## src/rtl/dtmr_pkg.sv

```systemverilog
package dtmr_pkg;

  typedef enum logic [2:0] {
    ST_IDLE,
    ST_WAIT,
    ST_LD_STOP,
    ST_LD_RUN,
    ST_LD_WAIT,
    ST_RUN,
    ST_RUN_STOP
  } seqState_t;

  typedef struct packed {
    logic load;
    logic dec;
  } cntStrobe_t;

  localparam int BIT_START   = 0;
  localparam int BIT_ONESHOT = 3;
  localparam int BIT_FORCE   = 4;

  localparam logic [2:0] ADDR_CTRL_BASE = 3'd4;

endpackage

```

## src/rtl/dtmr_seq.sv

```systemverilog
module dtmr_seq
  import dtmr_pkg::*;
#(
  parameter bit IS_B   = 1'b0,
  parameter int CTRL_W = 8
) (
  input  logic              clk,
  input  logic              rstN,
  input  logic              tick,
  input  logic              ctrlWr,
  input  logic [CTRL_W-1:0] wrData,
  input  logic              chainIn,
  input  logic              cntLe1,
  input  logic              cntEq1,
  input  logic              cntZero,
  output cntStrobe_t        strobe,
  output logic [CTRL_W-1:0] ctrlQ,
  output logic              underOut,
  output logic              flagQ,
  output logic              irqQ
);

  localparam logic [CTRL_W-1:0] FORCE_MASK = CTRL_W'(1) << BIT_FORCE;

  seqState_t         st, stN;
  logic [CTRL_W-1:0] ctrlN, pendVal, pendValN, applyVal;
  logic              pend, pendN;
  logic              srcCyc, srcChain, wrCyc, wrChain;
  logic              intr, runCount, ce, irqArm;

  generate
    if (IS_B) begin : gSrcB
      assign wrCyc   = (wrData[6:5] == 2'b00);
      assign wrChain = (wrData[6:5] == 2'b10);
    end else begin : gSrcA
      assign wrCyc   = ~wrData[5];
      assign wrChain = 1'b0;
    end
  endgenerate

  assign ce = srcCyc | (srcChain & chainIn);

  always_comb begin
    stN      = st;
    ctrlN    = ctrlQ;
    pendN    = pend;
    pendValN = pendVal;
    applyVal = pendVal;
    strobe   = '0;
    intr     = 1'b0;
    underOut = 1'b0;
    runCount = 1'b0;

    unique case (st)
      ST_WAIT:     stN = ST_RUN;
      ST_IDLE:     ;
      ST_LD_STOP:  begin stN = ST_IDLE; strobe.load = 1'b1; end
      ST_LD_RUN:   begin stN = ST_RUN;  strobe.load = 1'b1; end
      ST_LD_WAIT: begin
        stN = ST_WAIT;
        if (cntEq1) intr = 1'b1;
        else        strobe.load = 1'b1;
      end
      ST_RUN:      runCount = 1'b1;
      ST_RUN_STOP: begin stN = ST_IDLE; runCount = 1'b1; end
      default:     stN = ST_IDLE;
    endcase

    if (runCount && ce) begin
      if (cntLe1) begin
        underOut = 1'b1;
        if (st == ST_RUN) intr = 1'b1;
        else              strobe.dec = ~cntZero;
      end else begin
        strobe.dec = 1'b1;
      end
    end

    if (intr) begin
      strobe.load = 1'b1;
      underOut    = 1'b1;
      if (ctrlQ[BIT_ONESHOT]) begin
        ctrlN[BIT_START]    = 1'b0;
        pendValN[BIT_START] = 1'b0;
        stN = ST_LD_STOP;
      end else begin
        stN = ST_LD_RUN;
      end
    end

    if (pend) begin
      applyVal = pendValN;
      case (stN)
        ST_IDLE, ST_LD_STOP: begin
          if (applyVal[BIT_START])      stN = applyVal[BIT_FORCE] ? ST_LD_WAIT : ST_WAIT;
          else if (applyVal[BIT_FORCE]) stN = ST_LD_STOP;
        end
        ST_RUN: begin
          if (applyVal[BIT_START]) begin
            if (applyVal[BIT_FORCE]) stN = ST_LD_WAIT;
          end else begin
            stN = applyVal[BIT_FORCE] ? ST_LD_STOP : ST_RUN_STOP;
          end
        end
        ST_LD_RUN, ST_WAIT: begin
          if (applyVal[BIT_START]) begin
            if (applyVal[BIT_ONESHOT]) begin
              applyVal[BIT_START] = 1'b0;
              stN = ST_IDLE;
            end else if (applyVal[BIT_FORCE]) begin
              stN = ST_LD_WAIT;
            end
          end else begin
            stN = ST_IDLE;
          end
        end
        default: ;
      endcase
      ctrlN = applyVal & ~FORCE_MASK;
      pendN = 1'b0;
    end

    if (ctrlWr) begin
      pendN    = 1'b1;
      pendValN = wrData;
    end
  end

  always_ff @(posedge clk or negedge rstN) begin
    if (!rstN) begin
      st       <= ST_IDLE;
      ctrlQ    <= '0;
      pend     <= 1'b0;
      pendVal  <= '0;
      srcCyc   <= 1'b1;
      srcChain <= 1'b0;
      irqArm   <= 1'b0;
      flagQ    <= 1'b0;
      irqQ     <= 1'b0;
    end else begin
      flagQ <= tick & intr;
      irqQ  <= tick & irqArm;
      if (tick) begin
        st      <= stN;
        ctrlQ   <= ctrlN;
        pend    <= pendN;
        pendVal <= pendValN;
        irqArm  <= intr;
        if (ctrlWr) begin
          srcCyc   <= wrCyc;
          srcChain <= wrChain;
        end
      end
    end
  end

endmodule

```

## src/rtl/dtmr_cnt.sv

```systemverilog
module dtmr_cnt
  import dtmr_pkg::*;
#(
  parameter int CNT_W = 16
) (
  input  logic             clk,
  input  logic             rstN,
  input  logic             tick,
  input  logic             wrLo,
  input  logic             wrHi,
  input  logic [CNT_W/2-1:0] wrData,
  input  logic             startBit,
  input  cntStrobe_t       strobe,
  output logic [CNT_W-1:0] cntQ,
  output logic [CNT_W-1:0] latchQ,
  output logic             cntLe1,
  output logic             cntEq1,
  output logic             cntZero
);

  localparam int HALF = CNT_W / 2;

  logic [CNT_W-1:0] latchNew;

  always_comb begin
    latchNew = latchQ;
    if (wrLo)      latchNew = {latchQ[CNT_W-1:HALF], wrData};
    else if (wrHi) latchNew = {wrData, latchQ[HALF-1:0]};
  end

  assign cntZero = (cntQ == '0);
  assign cntEq1  = (cntQ == CNT_W'(1));
  assign cntLe1  = cntZero | cntEq1;

  always_ff @(posedge clk or negedge rstN) begin
    if (!rstN) begin
      cntQ   <= '1;
      latchQ <= CNT_W'(1);
    end else if (tick) begin
      latchQ <= latchNew;
      if ((wrHi && !startBit) || strobe.load) cntQ <= latchNew;
      else if (strobe.dec)                    cntQ <= cntQ - CNT_W'(1);
    end
  end

endmodule

```

## src/rtl/dual_interval_timer.sv

```systemverilog
module dual_interval_timer
  import dtmr_pkg::*;
#(
  parameter int CNT_W = 16,
  localparam int BYTE_W = CNT_W / 2
) (
  input  logic              clk,
  input  logic              rstN,
  input  logic              cycEn,
  input  logic              wrEn,
  input  logic [2:0]        addr,
  input  logic [BYTE_W-1:0] wrData,
  output logic [BYTE_W-1:0] rdData,
  output logic [1:0]        uflow,
  output logic [1:0]        irq
);

  logic [CNT_W-1:0]  cntAll   [2];
  logic [CNT_W-1:0]  latchAll [2];
  logic [BYTE_W-1:0] ctrlAll  [2];

  generate
    for (genvar i = 0; i < 2; i++) begin : gTmr
      cntStrobe_t strobe;
      logic underOut, chainIn, cntLe1, cntEq1, cntZero, flagQ, irqQ;

      if (i == 0) begin : gNoChain
        assign chainIn = 1'b0;
      end else begin : gChain
        assign chainIn = gTmr[0].underOut;
      end

      dtmr_seq #(.IS_B(i == 1), .CTRL_W(BYTE_W)) uSeq (
        .clk(clk), .rstN(rstN), .tick(cycEn),
        .ctrlWr(wrEn && addr == ADDR_CTRL_BASE + 3'(i)),
        .wrData(wrData), .chainIn(chainIn),
        .cntLe1(cntLe1), .cntEq1(cntEq1), .cntZero(cntZero),
        .strobe(strobe), .ctrlQ(ctrlAll[i]), .underOut(underOut),
        .flagQ(flagQ), .irqQ(irqQ)
      );

      dtmr_cnt #(.CNT_W(CNT_W)) uCnt (
        .clk(clk), .rstN(rstN), .tick(cycEn),
        .wrLo(wrEn && addr == 3'(2 * i)),
        .wrHi(wrEn && addr == 3'(2 * i + 1)),
        .wrData(wrData), .startBit(ctrlAll[i][BIT_START]), .strobe(strobe),
        .cntQ(cntAll[i]), .latchQ(latchAll[i]),
        .cntLe1(cntLe1), .cntEq1(cntEq1), .cntZero(cntZero)
      );

      assign uflow[i] = flagQ;
      assign irq[i]   = irqQ;
    end
  endgenerate

  always_comb begin
    case (addr)
      3'd0:    rdData = cntAll[0][BYTE_W-1:0];
      3'd1:    rdData = cntAll[0][CNT_W-1:BYTE_W];
      3'd2:    rdData = cntAll[1][BYTE_W-1:0];
      3'd3:    rdData = cntAll[1][CNT_W-1:BYTE_W];
      3'd4:    rdData = ctrlAll[0];
      3'd5:    rdData = ctrlAll[1];
      default: rdData = '0;
    endcase
  end

endmodule

```

## config.mk

```make
export PLATFORM = sky130hd
export DESIGN_NAME = dual_interval_timer
export DESIGN_NICKNAME = d
export VERILOG_FILES = /design/src/rtl/dtmr_pkg.sv /design/src/rtl/dtmr_seq.sv /design/src/rtl/dtmr_cnt.sv /design/src/rtl/dual_interval_timer.sv
export SDC_FILE = /design/constraint.sdc
export NUM_CORES = 1
export LEC_CHECK = 0
export BUFFER_PORTS_ARGS = -buffer_cell sky130_fd_sc_hd__buf_2
export CAP_MARGIN = 0
export CORE_MARGIN = 4
export CORE_UTILIZATION = 51
export DETAILED_ROUTE_END_ITERATION = 16
export PLACE_DENSITY = 0.76
export SYNTH_ARGS = -nofsm -noshare
export SYNTH_HDL_FRONTEND = slang
export SYNTH_SLANG_ARGS = --single-unit
```

## constraint.sdc

```tcl
create_clock -name clk -period 2.84 [get_ports clk]
set_input_delay 0 -clock clk [delete_from_list [all_inputs] [get_ports clk]]
set_output_delay 0 -clock clk [all_outputs]
set_load 0.01 [all_outputs]
```

==> flow_summary.toml <==
[floorplan]
die_y_um = 120
initial_core_util_pct = 52.7
ios = 27
die-width_um = 120
num_rows = 40
core_um2 = 12200
design.die.area_um2 = 14400

[route]
first_pass_iters = 5
wl_per_cell_um = 20.7
ant_nets = 0
wl_um = 17300
drc = 0
vias = 5338
vias_per_cell = 6.37
drt-initial-drc-count = 452

[synthesis]
synth_fp_nets = 664
ys_top_cells_by_count = "dfrtp_1 (75), mux2_2 (65), a21oi_1 (55)"
synth_top_cell_area_share_pct = 29.3
netlist_top_cells_area = "dfrtp_1 (29%), dfstp_2 (15%), mux2_2 (11%), mux2i_1 (5.0%), a21oi_1 (4.3%)"
synth-main-ff-cell = "dfrtp_1"
synth_edf_count = 0
yosysMostFrequentCell = "dfrtp_1"
avgSynthCellArea_um2 = 9.94
yosysSeqAreaShare_pct = 44.0
netlist_instances = 645
synth.distinct_cells = 66
async_reset_ff_share_pct = 100
syn_area_um2 = 6410
yosysWarnings = 0
ys_ff_latch = 111
synth.largest_area_cell = "dfrtp_1"

[sta]
final_max_slew_viol_count = 0
finalCriticalPeriod_ps = 2740
tightest_slew_ps = 662
setup_tns_ps = 0
skew_ps = 8.77
finalCritPeriodShare_pct = 96.4
slew_headroom_pct = 55.8
max_freq_mhz = 365
setup_violations = 0
rsz0062_at_grt = "true"
finalHoldViolations = 0

[layout]
drive_gt1_share_pct = 27.2
n_antenna_cell = 0
nNetsFinal = 684
syn2layout_area_growth_pct = 9.98
postLayoutCellArea_um2 = 7050
final_util_pct = 58.0

[pwr]
vdd_drop_max_mv = 0.512
power.leakage_nw = 2.91
power_mw = 5.42
powerDensity_nw_per_um2 = 769

[grt]
grt_pass1_wl_um = 27700
grt_use_total_pct = 24.6
overflow = 0
grt_start_max_net_pins = 65
antenna_found_initial = 0
grt_pass1_vias = 5104

[critical_path]
cp.required_ps = 3130
cp.arrival_ps = 3030
worstSetupStartpointType = "flop"
worstSetupPathType = "flop to flop"
reg2reg_slack_ps = 100
critPathCaptureType = "flop"
ff2ff_path_depth = 7
r2r_start = "gTmr[1].uCnt.cntQ[13]"
r2r_end = "gTmr[1].uCnt.cntQ[14]"
worstPathMaxFanout = 10

[clocking]
htreeDepth = 3
cts.path.max_buffers = 2
cts_inserted_buffers = 9
clkTransAtPathRegs_ps = 70
cts.sinks = 111
worstSkewPairLatency_ps = 360
cts_tree = "done"
root_buffer = "clkbuf_16"

[place]
placed_cell_area_um2 = 6740
hpwl_um = 12100
finalWeightedCongestion = 0.969
port_buffers = 26

[hold_path]
hp-class = "input pin to flop"
min_from = "wrData[0]"
whs_path_depth = 3
hold_end = "gTmr[1].uSeq.pendVal[0]"

[status]
status = "finished, final reports clean"

[job]
cap_violations = 0
## how the worst max path moves through the flow
| stage | from | to | slack [ps] | cells past startpoint |
|---|---|---|---|---|
| final | gTmr[1].uCnt.cntQ[13] | gTmr[1].uCnt.cntQ[14] | 100 | 7 |
| after CTS | gTmr[1].uCnt.cntQ[5] | gTmr[1].uCnt.cntQ[14] | 20 | 7 |
| after floorplan | gTmr[1].uCnt.cntQ[5] | gTmr[1].uCnt.cntQ[12] | 160 | 10 |
| after detailed placement | gTmr[1].uCnt.cntQ[5] | gTmr[1].uCnt.cntQ[14] | 40 | 7 |
| after global placement | gTmr[1].uCnt.cntQ[5] | gTmr[1].uCnt.cntQ[14] | 90 | 7 |
| after global routing | gTmr[0].uCnt.cntQ[0] | gTmr[1].uCnt.cntQ[14] | -10 | 10 |
## cell usage in the layout, fill, tap and decap left out, types with 12 or more instances in the layout
cell,instances
nand3_1,15
nor2_1,42
buf_4,26
inv_1,20
dfrtp_1,75
mux2_2,65
dfstp_2,36
mux2i_1,32
nand2_1,46
buf_2,25
o22ai_1,12
o21ai_0,37
a21oi_1,55
nor3_1,15
## cell families after synthesis
group / Yosys count / synth area share, %
compound gates: 183 / 19.3
xor+xnor: 2 / 0.273
fa+ha+maj: 4 / 0.781
buf+inv: 67 / 4.76
flops: 111 / 44.0
mux: 98 / 16.8
simple gates: 180 / 14.1
## report_power, final
group	leakage [nW]	total, mW	switching, mW	internal [mW]
clock network	0.121	1.15	0.556	0.596
registers	1.30	2.63	0.469	2.16
logic	1.49	1.64	0.910	0.729
total	2.91	5.42	1.93	3.49
## stage by stage
| step | hold WS [ps] | setup slack, ps | std cells |
|---|---|---|---|
| 2_1_floorplan | -296 | 155 | 645 |
| 3_3_place_gp | 48.0 | 92.7 | 818 |
| 3_5_place_dp | 52.6 | 35.2 | 818 |
| 4_1_cts | 35.2 | 18.6 | 836 |
| 5_1_grt | 49.7 | -12.8 | 838 |
| 6_report | 49.7 | 103 | 838 |
## worst max-delay path, cell delays in order (launching register included)
cell	delay (ps)
dfstp_2	380
or2_2	310
or4b_2	720
a2111oi_4	430
a21o_4	270
mux2_2	360
nand3_1	80
o2bb2ai_1	110
## flip-flops by register name (all words and copies together), names as in the netlist
name and count:
gTmr.uSeq.irqArm 2, gTmr.uSeq.ctrlQ 14, gTmr.uSeq.st 6, gTmr.uCnt.cntQ 32, gTmr.uSeq.srcChain 1, gTmr.uSeq.flagQ 2, gTmr.uCnt.latchQ 32, gTmr.uSeq.srcCyc 2
gTmr.uSeq.irqQ 2, gTmr.uSeq.pend 2, gTmr.uSeq.pendVal 16
## routing by layer
metal / wire [µm] / global-route usage, % / share of wire, %
met4: 467 / 7.02 / 2.7
met2: 8000 / 38.7 / 46
met5: 0 / 0 / 0
met1: 7590 / 34.4 / 44
met3: 1260 / 5.37 / 7.3
## final cells by class
| cell class | count | area, µm² |
|---|---|---|
| flip-flops and latches | 111 | 2820 |
| clock buffers | 14 | 244 |
| clock inverters | 2 | 12.5 |
| inverters | 20 | 75.1 |
| fillers | 1031 | 5110 |
| repair buffers | 55 | 380 |
| multi-input cells | 468 | 3300 |
| well taps | 168 | 210 |
## timing repair
action | CTS | global route
hold buffers | 2 | 0
endpoints found under the setup margin | 0 | 9
setup buffers | 0 | 1
resized for setup | 0 | 3
hold endpoints to repair | 23 | 0
Power figures use the tool's default switching activity.
